### config.mk
export PLATFORM = sky130hd
export DESIGN_NAME = psram_bringup_seq
export DESIGN_NICKNAME = d
export VERILOG_FILES = /design/src/rtl/psram_seq_pkg.sv /design/src/rtl/psram_id_decode.sv /design/src/rtl/psram_cmd_port.sv /design/src/rtl/psram_seq_ctrl.sv /design/src/rtl/psram_bringup_seq.sv
export SDC_FILE = /design/constraint.sdc
export NUM_CORES = 1
export LEC_CHECK = 0
export BUFFER_PORTS_ARGS = -buffer_cell sky130_fd_sc_hd__clkbuf_2
export CORE_ASPECT_RATIO = 1.5
export CORE_MARGIN = 2
export CORE_UTILIZATION = 53
export CTS_CLUSTER_SIZE = 20
export DETAILED_ROUTE_END_ITERATION = 10
export PLACE_DENSITY = 0.9
export SYNTH_ARGS = -nofsm -noshare
export SYNTH_HDL_FRONTEND = slang
export SYNTH_SLANG_ARGS = --single-unit
### constraint.sdc
create_clock -name clk -period 4.55 [get_ports clk]
set_clock_uncertainty 0.2 [all_clocks]
set_input_delay 0.2275 -clock clk [delete_from_list [all_inputs] [get_ports clk]]
set_output_delay 0.2275 -clock clk [all_outputs]
set_load 0.01 [all_outputs]
### src/rtl/psram_seq_pkg.sv
package psram_seq_pkg;

   localparam int OP_W  = 8;
   localparam int LEN_W = 6;

   localparam logic [OP_W-1:0] OP_QUAD_EXIT  = 8'hF5;
   localparam logic [OP_W-1:0] OP_READ_ID    = 8'h9F;
   localparam logic [OP_W-1:0] OP_RESET_ARM  = 8'h66;
   localparam logic [OP_W-1:0] OP_RESET_FIRE = 8'h99;
   localparam logic [OP_W-1:0] OP_QUAD_ENTER = 8'h35;
   localparam logic [OP_W-1:0] OP_WRAP_LEN   = 8'hC0;

   typedef enum logic [1:0] {
      SZ_16M = 2'd0,
      SZ_32M = 2'd1,
      SZ_64M = 2'd2,
      SZ_BAD = 2'd3
   } dens_t;

   typedef struct packed {
      logic [OP_W-1:0]  op;
      logic             quad;
      logic [LEN_W-1:0] abits;
      logic [LEN_W-1:0] rbits;
   } cmd_t;

   typedef enum logic [3:0] {
      ST_EXIT,
      ST_ID,
      ST_ID_CHK,
      ST_RST_ARM,
      ST_RST_FIRE,
      ST_QENTER,
      ST_READY,
      ST_WRAP,
      ST_FAIL
   } seq_state_t;

endpackage

### src/rtl/psram_id_decode.sv
module psram_id_decode
   import psram_seq_pkg::*;
#(
   parameter int         ID_W        = 24,
   parameter logic [7:0] KGD_VALUE   = 8'h5D,
   parameter logic [7:0] LEGACY_EID  = 8'h20,
   parameter logic [7:0] TRIAL64_EID = 8'h26
) (
   input  logic [ID_W-1:0] id_word,
   output logic            id_ok,
   output logic [1:0]      id_size,
   output logic            id_legacy
);

   logic [7:0] kgd_byte;
   logic [7:0] ext_byte;
   logic [2:0] dens_fld;
   logic       unused_bits;

   assign kgd_byte    = id_word[15:8];
   assign ext_byte    = id_word[23:16];
   assign dens_fld    = ext_byte[7:5];
   assign unused_bits = ^id_word;

   assign id_ok     = (kgd_byte == KGD_VALUE);
   assign id_legacy = (ext_byte == LEGACY_EID);

   always_comb begin
      if (ext_byte == TRIAL64_EID || dens_fld == 3'd2) id_size = SZ_64M;
      else if (dens_fld == 3'd1)                       id_size = SZ_32M;
      else if (dens_fld == 3'd0)                       id_size = SZ_16M;
      else                                             id_size = SZ_BAD;
   end

endmodule

### src/rtl/psram_cmd_port.sv
module psram_cmd_port
   import psram_seq_pkg::*;
#(
   parameter int ID_W = 24
) (
   input  logic             clk,
   input  logic             rst_n,
   input  logic             req,
   input  cmd_t             req_cmd,
   output logic             busy,
   output logic             fin,
   output logic [ID_W-1:0]  rx_word,
   output logic             cmd_start,
   output logic [OP_W-1:0]  cmd_opcode,
   output logic             cmd_quad,
   output logic [LEN_W-1:0] cmd_addr_bits,
   output logic [LEN_W-1:0] cmd_rx_bits,
   input  logic             cmd_done,
   input  logic [ID_W-1:0]  cmd_rx_data
);

   cmd_t held;

   assign cmd_opcode    = held.op;
   assign cmd_quad      = held.quad;
   assign cmd_addr_bits = held.abits;
   assign cmd_rx_bits   = held.rbits;

   always_ff @(posedge clk or negedge rst_n) begin
      if (!rst_n) begin
         held      <= '0;
         busy      <= 1'b0;
         fin       <= 1'b0;
         cmd_start <= 1'b0;
         rx_word   <= '0;
      end else begin
         cmd_start <= 1'b0;
         fin       <= 1'b0;
         if (req && !busy) begin
            held      <= req_cmd;
            busy      <= 1'b1;
            cmd_start <= 1'b1;
         end else if (busy && !cmd_start && cmd_done) begin
            busy    <= 1'b0;
            fin     <= 1'b1;
            rx_word <= cmd_rx_data;
         end
      end
   end

   // launch pulse is a single cycle
   assert_start_single_R3: assert property (@(posedge clk) disable iff (!rst_n)
      cmd_start |=> !cmd_start);
   // the sequencer never asks while a command is in flight
   assert_no_overlap_R3: assert property (@(posedge clk) disable iff (!rst_n)
      req |-> !busy);
   // completion only follows a shifter done
   assert_fin_after_done_R3: assert property (@(posedge clk) disable iff (!rst_n)
      fin |-> $past(cmd_done));

endmodule

### src/rtl/psram_seq_ctrl.sv
module psram_seq_ctrl
   import psram_seq_pkg::*;
#(
   parameter int ADDR_BITS = 24,
   parameter int ID_W      = 24,
   parameter int ID_TRIES  = 2,
   parameter int WRAP_W    = 8
) (
   input  logic              clk,
   input  logic              rst_n,
   input  logic              busy,
   input  logic              fin,
   input  logic              id_ok,
   input  logic [1:0]        id_size,
   input  logic              id_legacy,
   input  logic              wrap_req,
   input  logic [WRAP_W-1:0] wrap_size,
   output logic              req,
   output cmd_t              req_cmd,
   output logic              init_done,
   output logic              init_err,
   output logic [1:0]        size_code,
   output logic              legacy_clk,
   output logic              wrap_ack,
   output logic              wrap_nack
);

   localparam logic [LEN_W-1:0] ABITS = LEN_W'(ADDR_BITS);
   localparam logic [LEN_W-1:0] RBITS = LEN_W'(ID_W);

   seq_state_t state;
   logic       issued;
   logic       cmd_state;
   logic       retry_left;
   logic       wrap_fits;

   assign wrap_fits = (wrap_size == WRAP_W'(0)) || (wrap_size == WRAP_W'(32));

   always_comb begin
      cmd_state = 1'b1;
      req_cmd   = '{op: OP_QUAD_EXIT, quad: 1'b1, abits: '0, rbits: '0};
      unique case (state)
         ST_EXIT:     req_cmd = '{op: OP_QUAD_EXIT,  quad: 1'b1, abits: '0,    rbits: '0};
         ST_ID:       req_cmd = '{op: OP_READ_ID,    quad: 1'b0, abits: ABITS, rbits: RBITS};
         ST_RST_ARM:  req_cmd = '{op: OP_RESET_ARM,  quad: 1'b0, abits: '0,    rbits: '0};
         ST_RST_FIRE: req_cmd = '{op: OP_RESET_FIRE, quad: 1'b0, abits: '0,    rbits: '0};
         ST_QENTER:   req_cmd = '{op: OP_QUAD_ENTER, quad: 1'b0, abits: '0,    rbits: '0};
         ST_WRAP:     req_cmd = '{op: OP_WRAP_LEN,   quad: 1'b1, abits: '0,    rbits: '0};
         default:     cmd_state = 1'b0;
      endcase
   end

   assign req = cmd_state && !issued && !busy;

   generate
      if (ID_TRIES > 1) begin : g_retry
         localparam int TRY_W = $clog2(ID_TRIES);
         logic [TRY_W-1:0] tries;
         always_ff @(posedge clk or negedge rst_n) begin
            if (!rst_n)                                       tries <= '0;
            else if (state == ST_ID_CHK && !id_ok && retry_left) tries <= tries + 1'b1;
         end
         assign retry_left = (tries != TRY_W'(ID_TRIES - 1));
      end else begin : g_single
         assign retry_left = 1'b0;
      end
   endgenerate

   always_ff @(posedge clk or negedge rst_n) begin
      if (!rst_n) begin
         state      <= ST_EXIT;
         issued     <= 1'b0;
         size_code  <= SZ_BAD;
         legacy_clk <= 1'b0;
         wrap_ack   <= 1'b0;
         wrap_nack  <= 1'b0;
      end else begin
         wrap_ack  <= 1'b0;
         wrap_nack <= 1'b0;
         if (req) issued <= 1'b1;
         if (fin) begin
            issued <= 1'b0;
            unique case (state)
               ST_EXIT:     state <= ST_ID;
               ST_ID:       state <= ST_ID_CHK;
               ST_RST_ARM:  state <= ST_RST_FIRE;
               ST_RST_FIRE: state <= ST_QENTER;
               ST_QENTER:   state <= ST_READY;
               ST_WRAP: begin
                  state    <= ST_READY;
                  wrap_ack <= 1'b1;
               end
               default:     state <= state;
            endcase
         end else if (state == ST_ID_CHK) begin
            if (id_ok) begin
               size_code  <= id_size;
               legacy_clk <= id_legacy;
               state      <= ST_RST_ARM;
            end else if (retry_left) begin
               state <= ST_ID;
            end else begin
               state <= ST_FAIL;
            end
         end else if (state == ST_READY && wrap_req) begin
            if (wrap_fits) state     <= ST_WRAP;
            else           wrap_nack <= 1'b1;
         end
      end
   end

   assign init_done = (state == ST_READY) || (state == ST_WRAP) || (state == ST_FAIL);
   assign init_err  = (state == ST_FAIL);

   // a failed bring-up is final
   assert_fail_sticky_R5: assert property (@(posedge clk) disable iff (!rst_n)
      init_err |=> init_err);
   // nothing is launched after failure
   assert_fail_silent_R5: assert property (@(posedge clk) disable iff (!rst_n)
      init_err |-> !req);
   // a wrap request ends in exactly one kind of answer
   assert_wrap_exclusive_R9: assert property (@(posedge clk) disable iff (!rst_n)
      !(wrap_ack && wrap_nack));
   // a refusal only comes from the ready state
   assert_nack_from_ready_R10: assert property (@(posedge clk) disable iff (!rst_n)
      wrap_nack |-> $past(state) == ST_READY);

endmodule

### src/rtl/psram_bringup_seq.sv
module psram_bringup_seq
   import psram_seq_pkg::*;
#(
   parameter int         ID_W        = 24,
   parameter int         ADDR_BITS   = 24,
   parameter int         ID_TRIES    = 2,
   parameter int         WRAP_W      = 8,
   parameter logic [7:0] KGD_VALUE   = 8'h5D,
   parameter logic [7:0] LEGACY_EID  = 8'h20,
   parameter logic [7:0] TRIAL64_EID = 8'h26
) (
   input  logic              clk,
   input  logic              rst_n,
   output logic              cmd_start,
   output logic [OP_W-1:0]   cmd_opcode,
   output logic              cmd_quad,
   output logic [LEN_W-1:0]  cmd_addr_bits,
   output logic [LEN_W-1:0]  cmd_rx_bits,
   input  logic              cmd_done,
   input  logic [ID_W-1:0]   cmd_rx_data,
   input  logic              wrap_req,
   input  logic [WRAP_W-1:0] wrap_size,
   output logic              wrap_ack,
   output logic              wrap_nack,
   output logic              init_done,
   output logic              init_err,
   output logic [1:0]        size_code,
   output logic              legacy_clk
);

   generate
      if (ID_W < 24 || ID_W >= (1 << LEN_W))
         $error("ID_W must hold both ID bytes and fit the length field");
      if (ADDR_BITS < 0 || ADDR_BITS >= (1 << LEN_W))
         $error("ADDR_BITS must fit the length field");
      if (ID_TRIES < 1)
         $error("ID_TRIES must be at least one");
      if (WRAP_W < 6)
         $error("WRAP_W must be able to express 32");
   endgenerate

   logic            busy;
   logic            fin;
   logic            req;
   cmd_t            req_cmd;
   logic [ID_W-1:0] rx_word;
   logic            id_ok;
   logic [1:0]      id_size;
   logic            id_legacy;

   psram_cmd_port #(.ID_W(ID_W)) u_port (
      .clk           (clk),
      .rst_n         (rst_n),
      .req           (req),
      .req_cmd       (req_cmd),
      .busy          (busy),
      .fin           (fin),
      .rx_word       (rx_word),
      .cmd_start     (cmd_start),
      .cmd_opcode    (cmd_opcode),
      .cmd_quad      (cmd_quad),
      .cmd_addr_bits (cmd_addr_bits),
      .cmd_rx_bits   (cmd_rx_bits),
      .cmd_done      (cmd_done),
      .cmd_rx_data   (cmd_rx_data)
   );

   psram_id_decode #(
      .ID_W        (ID_W),
      .KGD_VALUE   (KGD_VALUE),
      .LEGACY_EID  (LEGACY_EID),
      .TRIAL64_EID (TRIAL64_EID)
   ) u_dec (
      .id_word   (rx_word),
      .id_ok     (id_ok),
      .id_size   (id_size),
      .id_legacy (id_legacy)
   );

   psram_seq_ctrl #(
      .ADDR_BITS (ADDR_BITS),
      .ID_W      (ID_W),
      .ID_TRIES  (ID_TRIES),
      .WRAP_W    (WRAP_W)
   ) u_ctrl (
      .clk        (clk),
      .rst_n      (rst_n),
      .busy       (busy),
      .fin        (fin),
      .id_ok      (id_ok),
      .id_size    (id_size),
      .id_legacy  (id_legacy),
      .wrap_req   (wrap_req),
      .wrap_size  (wrap_size),
      .req        (req),
      .req_cmd    (req_cmd),
      .init_done  (init_done),
      .init_err   (init_err),
      .size_code  (size_code),
      .legacy_clk (legacy_clk),
      .wrap_ack   (wrap_ack),
      .wrap_nack  (wrap_nack)
   );

   // ID reads go out on a single lane with full address and receive phases
   assert_id_read_shape_R2: assert property (@(posedge clk) disable iff (!rst_n)
      (cmd_start && cmd_opcode == OP_READ_ID) |->
         (!cmd_quad && cmd_addr_bits == LEN_W'(ADDR_BITS) && cmd_rx_bits == LEN_W'(ID_W)));
   // the legacy part is always a 32 Mbit part
   assert_legacy_density_R7: assert property (@(posedge clk) disable iff (!rst_n)
      legacy_clk |-> size_code == SZ_32M);
   // the wrap opcode never leaves before bring-up completes
   assert_wrap_after_init_R11: assert property (@(posedge clk) disable iff (!rst_n)
      (cmd_start && cmd_opcode == OP_WRAP_LEN) |-> init_done);

endmodule

* Yosys cells after proc, flatten, opt, wreduce, memory -nomap -nowiden *
Cells that the tools add are included.

operators by class
  add/subtract/negate cells = 1
  $mul = 0
  divide/modulo/power cells = 0
  order comparisons = 0
  equal/unequal tests = 15
  shift operators = 0
  muxes and demuxes = 25
  bitwise logic cells = 3
  reduce and logical (&&, ||, !) cells = 28

operator list
  operator                                              count
  one-hot mux 21 bit (5 select lines)                   1
  equality test 8 x 6 -> 1 bit (second input constant)  3
  2-to-1 mux 4 bit                                      6
  one-hot mux 4 bit (5 select lines)                    1
  equality test 4 x 3 -> 1 bit (second input constant)  4
  2-to-1 mux 1 bit                                      14
  equality test 4 x 2 -> 1 bit (second input constant)  2
  equality test 8 x 7 -> 1 bit (second input constant)  1
  logical AND 1 bit                                     8
  logical NOT 8 bit                                     1
  2-to-1 mux 2 bit                                      3
  != test 6 x 2 -> 1 bit (second input constant)        1
  AND reduction 3 bit                                   2
  nonzero test 3 bit                                    2
  OR reduction 6 bit                                    1
  equality test 4 x 1 -> 1 bit (second input constant)  1
  equality test 4 bit (second input constant)           1
  logical NOT 1 bit                                     4
  logical NOT 4 bit                                     1
  logical OR 1 bit                                      4
  nonzero test 2 bit                                    2
  equality test 3 x 1 -> 1 bit (second input constant)  1
  equality test 3 x 2 -> 1 bit (second input constant)  1
  logical NOT 3 bit                                     1
  4 further kinds                                       6

word-level totals
  bits in registers = 59
  latch bits = 0
  memory bits (writable) = 0
  bits in read-only memories = 0
  output and inout bits = 29
  logic and storage cells = 87
  memories = 0

* Logic depth before layout (Yosys ltp) *
  depth after elaboration = 8
  mapped depth = 7
  mapped depth without buffers = 4

* Modules after synthesis *
Synthesis repeated with hierarchy kept, for this count alone.

unflattened totals
  cell total of the unflattened synthesis = 199
  area total of the unflattened synthesis = 2726.4 sq um

by module, submodules not included
  module           times used  cells each  area an instance (sq um)  seq. area each (sq um)
  psram_cmd_port   1           102         1869.3                    1201.2
  psram_seq_ctrl   1           87          784.5                     277.8
  psram_id_decode  1           10          72.6                      0.0

* Worst setup path after synthesis *
Ideal clock, no wire load.

  path kind = register to output
  start = reg u_ctrl.state[1]
  end = out init_done
  arrival time = 1.392 ns
  required time = 4.123 ns
  setup slack = 2.731 ns
  cell stages (with the launch flop) = 5
  path through = dfrtp_1 > buf_6 > clkbuf_1 > nor4_1 > a21o_1

between the ends
  elaborated cells between the ends (all ways) = 5
  classes of those cells = eq/ne: 3; reduce/logical: 2

RTL lines
  what                    line                     source
  start, declared         psram_seq_ctrl.sv:31     seq_state_t state;
  start signal, assigned  psram_seq_ctrl.sv:93     default: state <= state;
  equality test 4 bit     --
  net init_err            psram_bringup_seq.sv:26  output logic init_err,
  logical OR 1 bit        psram_seq_ctrl.sv:112    assign init_done = (state == ST_READY) || (state == ST_WRAP) || (state == ST_FAIL);
  end, declared           psram_bringup_seq.sv:25  output logic init_done,

The timed path passes the listed nets, and every way through them passes these cells.

* Worst setup path after layout *
  start = reg u_port.busy
  end = reg u_port.rx_word[9]

between the ends
  longest elaborated chain between the ends = 5
  elaborated cells between the ends (all ways) = 7
  classes of those cells = bitwise: 1; reduce/logical: 6

RTL lines
  what                               line                                        source
  start, declared                    psram_cmd_port.sv:10                        output logic busy,
  start signal, assigned             psram_cmd_port.sv:32                        busy <= 1'b0;
  start signal, assigned             psram_cmd_port.sv:41                        busy <= 1'b1;
  start signal, assigned             psram_cmd_port.sv:44                        busy <= 1'b0;
  logical NOT 1 bit                  psram_cmd_port.sv:39, psram_seq_ctrl.sv:53
  logical AND 1 bit                  psram_seq_ctrl.sv:53                        assign req = cmd_state && !issued && !busy;
  logical AND 1 bit                  psram_cmd_port.sv:39                        if (req && !busy) begin
  NOT 1 bit (no line)                --
  AND reduction 2 bit (no line) (*)  --
  end signal, assigned               psram_cmd_port.sv:46                        rx_word <= cmd_rx_data;
  end, declared                      psram_cmd_port.sv:12                        output logic [ID_W-1:0] rx_word,

Every way passes the cells marked *; elsewhere a longest branch is shown, timed or not.
A chain may end at the register's enable or synchronous reset.

==> results.py <==
metrics = {
    "floorplan": {
        "initial_core_util_pct": 55.14,
        "die_y_um": 76.66,
        "io_pins": 65,
        "dieArea_mm2": 0.004020,
        "rows": 26,
        "die_width_um": 52.44,
        "core_mm2": 0.003383,
    },
    "critical_path": {
        "cpPeakStageDelay_ps": 600,
        "arrival_ps": 2120,
        "path_max_fanout": 18,
        "crit_start": "u_port.busy",
        "cp-end-kind": "flop",
        "r2r_cells": 4,
        "cp-endpoint": "u_port.rx_word[9]",
        "start_kind": "flop",
        "worstReg2RegStart": "u_port.busy",
        "crit_chain": "nand3b_1 > clkinv_1 > nand2_1 > nand2_1",
        "ff2ff_setup_slack_ps": 2420,
        "crit_type": "flop to flop",
        "worstPathRequired_ps": 4530,
        "timing.rr.end": "u_port.rx_word[9]",
        "cp_common_cell": "nand2_1",
        "slowest_stage": "clkinv_1",
    },
    "clock_network": {
        "post_cts_buffers": 0,
        "ctsResizeCount": 0,
        "htree_levels": 2,
        "cts_tree": "built",
        "cts.path.max_buffers": 2,
        "clk-insertion-delay-late_ps": 300,
        "clkTransAtPathRegs_ps": 80,
        "cts_buffers": 5,
        "cts.sinks": 39,
        "cts-root-buf": "clkbuf_8",
    },
    "route": {
        "drt_iter0_drc": 35,
        "vias": 1504,
        "antenna_left": 0,
        "routed_via_density": 5.098,
        "routed_wl_um": 3828,
        "drc_errors": 0,
        "drtPass1Iterations": 4,
        "post_drt_wl_per_cell_um": 12.98,
    },
    "timing": {
        "hold_viol_final": 0,
        "worst_slack_ps": 2417,
        "setup_viol_count_final": 0,
        "fmax_mhz": 468.8,
        "tns_ps": 0,
        "relSlewSlack_pct": 39.48,
        "finalCriticalPeriod_ps": 2133,
        "min_period_over_period_pct": 46.88,
        "worstMarginPinSlew_ps": 907.8,
        "rsz0062_at_grt": "no",
        "drv_slew": 0,
    },
    "final_layout": {
        "nNetsFinal": 288,
        "n_antenna_cell": 0,
        "drive_gt1_share_pct": 27.67,
        "area_growth_pct": 22.54,
        "final_area_mm2": 0.002286,
    },
    "place": {
        "pre_cts_ws_ps": 2438,
        "placed_cell_area_mm2": 0.002013,
        "routabilityCongestion": 0.8741,
        "io_buffers": 47,
        "place_hpwl_um": 2474,
    },
    "logic_synthesis": {
        "ys.flop_type": "dfrtp_1",
        "synth_edf_count": 0,
        "synth_warnings": 0,
        "ys_seq_area_share_pct": 52.45,
        "ys_seq_elements": 39,
        "syn_avg_cell_area_um2": 9.567,
        "synthCells": 195,
        "ys_types": 41,
        "syn-cell-area_mm2": 0.001866,
        "async_flop_share_pct": 100.0,
    },
    "global_routing": {
        "grtUsageTotal_pct": 21.86,
        "antenna_found_initial": 0,
        "grt_pass1_wl_um": 6610,
        "grt_max_degree": 40,
        "globalRouteMet3Util_pct": 6.615,
        "grt_pass1_vias": 1529,
        "grt_overflow": 0,
        "grt_use_met1_pct": 23.84,
        "grtUsageMet2_pct": 37.75,
        "grt-busiest-layer": "met2",
    },
    "pwr": {
        "ir_drop_uv": 476.3,
        "p_leak_uw": 0.001167,
        "pwr_density_cell_mw_per_mm2": 573.5,
    },
    "run": {
        "maxCapViolations": 0,
    },
    "worst_hold_path": {
        "hp-class": "input port to flop",
    },
    "status": {
        "status": "finished, final reports clean",
    },
}
[area by class of cell]
type	count	area, µm²
fillers	271	1097
flip-flops and latches	39	978.4
clock inverters	3	23.77
well taps	42	52.55
repair buffers	65	415.4
multi-input cells	135	724.4
inverters	6	22.52
clock buffers	5	68.82
[layout by cell type, fill, tap and decap left out, drive strengths merged, types with 3 or more instances in the layout]
cell type / n
dfrtp: 37
clkbuf: 52
nor3: 4
conb: 8
nand2: 69
nor2: 7
dlygate4sd3: 18
inv: 6
o41ai: 4
a21oi: 5
a21o: 3
o21ai: 8
[layer usage]
layer | vias up | part of all wire (%)
met2 | 46 | 56
li1 | 742 | -
met4 | 0 | 1.5
met5 | - | 0
met1 | 713 | 37
met3 | 3 | 4.9
[cell families (layout without fill, tap and decap cells)]
| family | Yosys count | count (layout) | synth area share (%) |
|---|---|---|---|
| AOI/OAI and AO/OA | 27 | 27 | 11.33 |
| xor gates and xnor gates | 2 | 2 | 0.9391 |
| buffers and inverters | 28 | 79 | 10.13 |
| DFF | 39 | 39 | 52.45 |
| muxes | 3 | 3 | 1.744 |
| other | 1 | 8 | 0.2010 |
| and+or+nand+nor | 95 | 95 | 23.21 |
[what timing repair did]
item                                    CTS  global route
hold buffers                             18             0
hold endpoints to repair                 54             0
endpoints found under the setup margin    0             0
[synth_stat cells, types with 2 or more instances]
| library cell | n | area, µm² |
|---|---|---|
| buf_4 | 12 | 90.09 |
| o41ai_1 | 2 | 17.52 |
| xnor2_1 | 2 | 17.52 |
| buf_6 | 5 | 56.30 |
| dfstp_2 | 2 | 52.55 |
| dfrtp_1 | 37 | 925.9 |
| a21o_1 | 3 | 22.52 |
| nor2_1 | 7 | 26.28 |
| nand4_1 | 2 | 12.51 |
| nor4_1 | 2 | 12.51 |
| inv_1 | 4 | 15.01 |
| nand2_1 | 69 | 259.0 |
| a21oi_1 | 4 | 20.02 |
| o21ai_0 | 8 | 40.04 |
| a31o_2 | 2 | 17.52 |
| a211oi_1 | 2 | 15.01 |
| o41ai_2 | 2 | 32.53 |
| clkbuf_1 | 4 | 15.01 |
| nor3_1 | 4 | 20.02 |
[sequential cells by signal, indices dropped and copies added (netlist names), 2 cells and up]
name and cells:
u_port.cmd_opcode 7, u_port.rx_word 16, u_ctrl.state 4, u_ctrl.size_code 2
[metrics by stage]
stage               total power [µW]  utilization [%]  std cells  hold WS, ps
finish                          1311            67.57        295        170.1
floorplan                      963.0                -        202       -268.1
detailed placement              1059            59.50        269        202.7
global placement                1034            59.50        269        202.9
global route                    1419            67.57        295        193.7
CTS                             1312            67.57        295        165.1
[worst min-delay path by stage]
stage               slack, ps  depth (start not counted)              endpoint    startpoint
floorplan                -270                          0  u_ctrl.g_retry.tries         rst_n
global placement          200                          1    u_port.rx_word[18]         rst_n
detailed placement        200                          1    u_port.rx_word[22]         rst_n
CTS                       170                          4      u_ctrl.wrap_nack  wrap_size[6]
global route              190                          4      u_ctrl.wrap_nack  wrap_size[3]
finish                    170                          4      u_ctrl.wrap_nack  wrap_size[6]
[worst max-delay path, delay by kind of cell (launching register included)]
family	cells	cell delay, ps
flops	1	420
simple gates	3	800
buf+inv	1	600
[where the power goes]
part | switching (µW) | total [µW] | leakage (µW) | internal [µW]
registers | 135 | 614 | 0.000480 | 480
logic | 259 | 456 | 0.000646 | 198
clock network | 131 | 240 | 0.0000408 | 109
total | 524 | 1310 | 0.00117 | 787
Power figures use the tool's default switching activity.
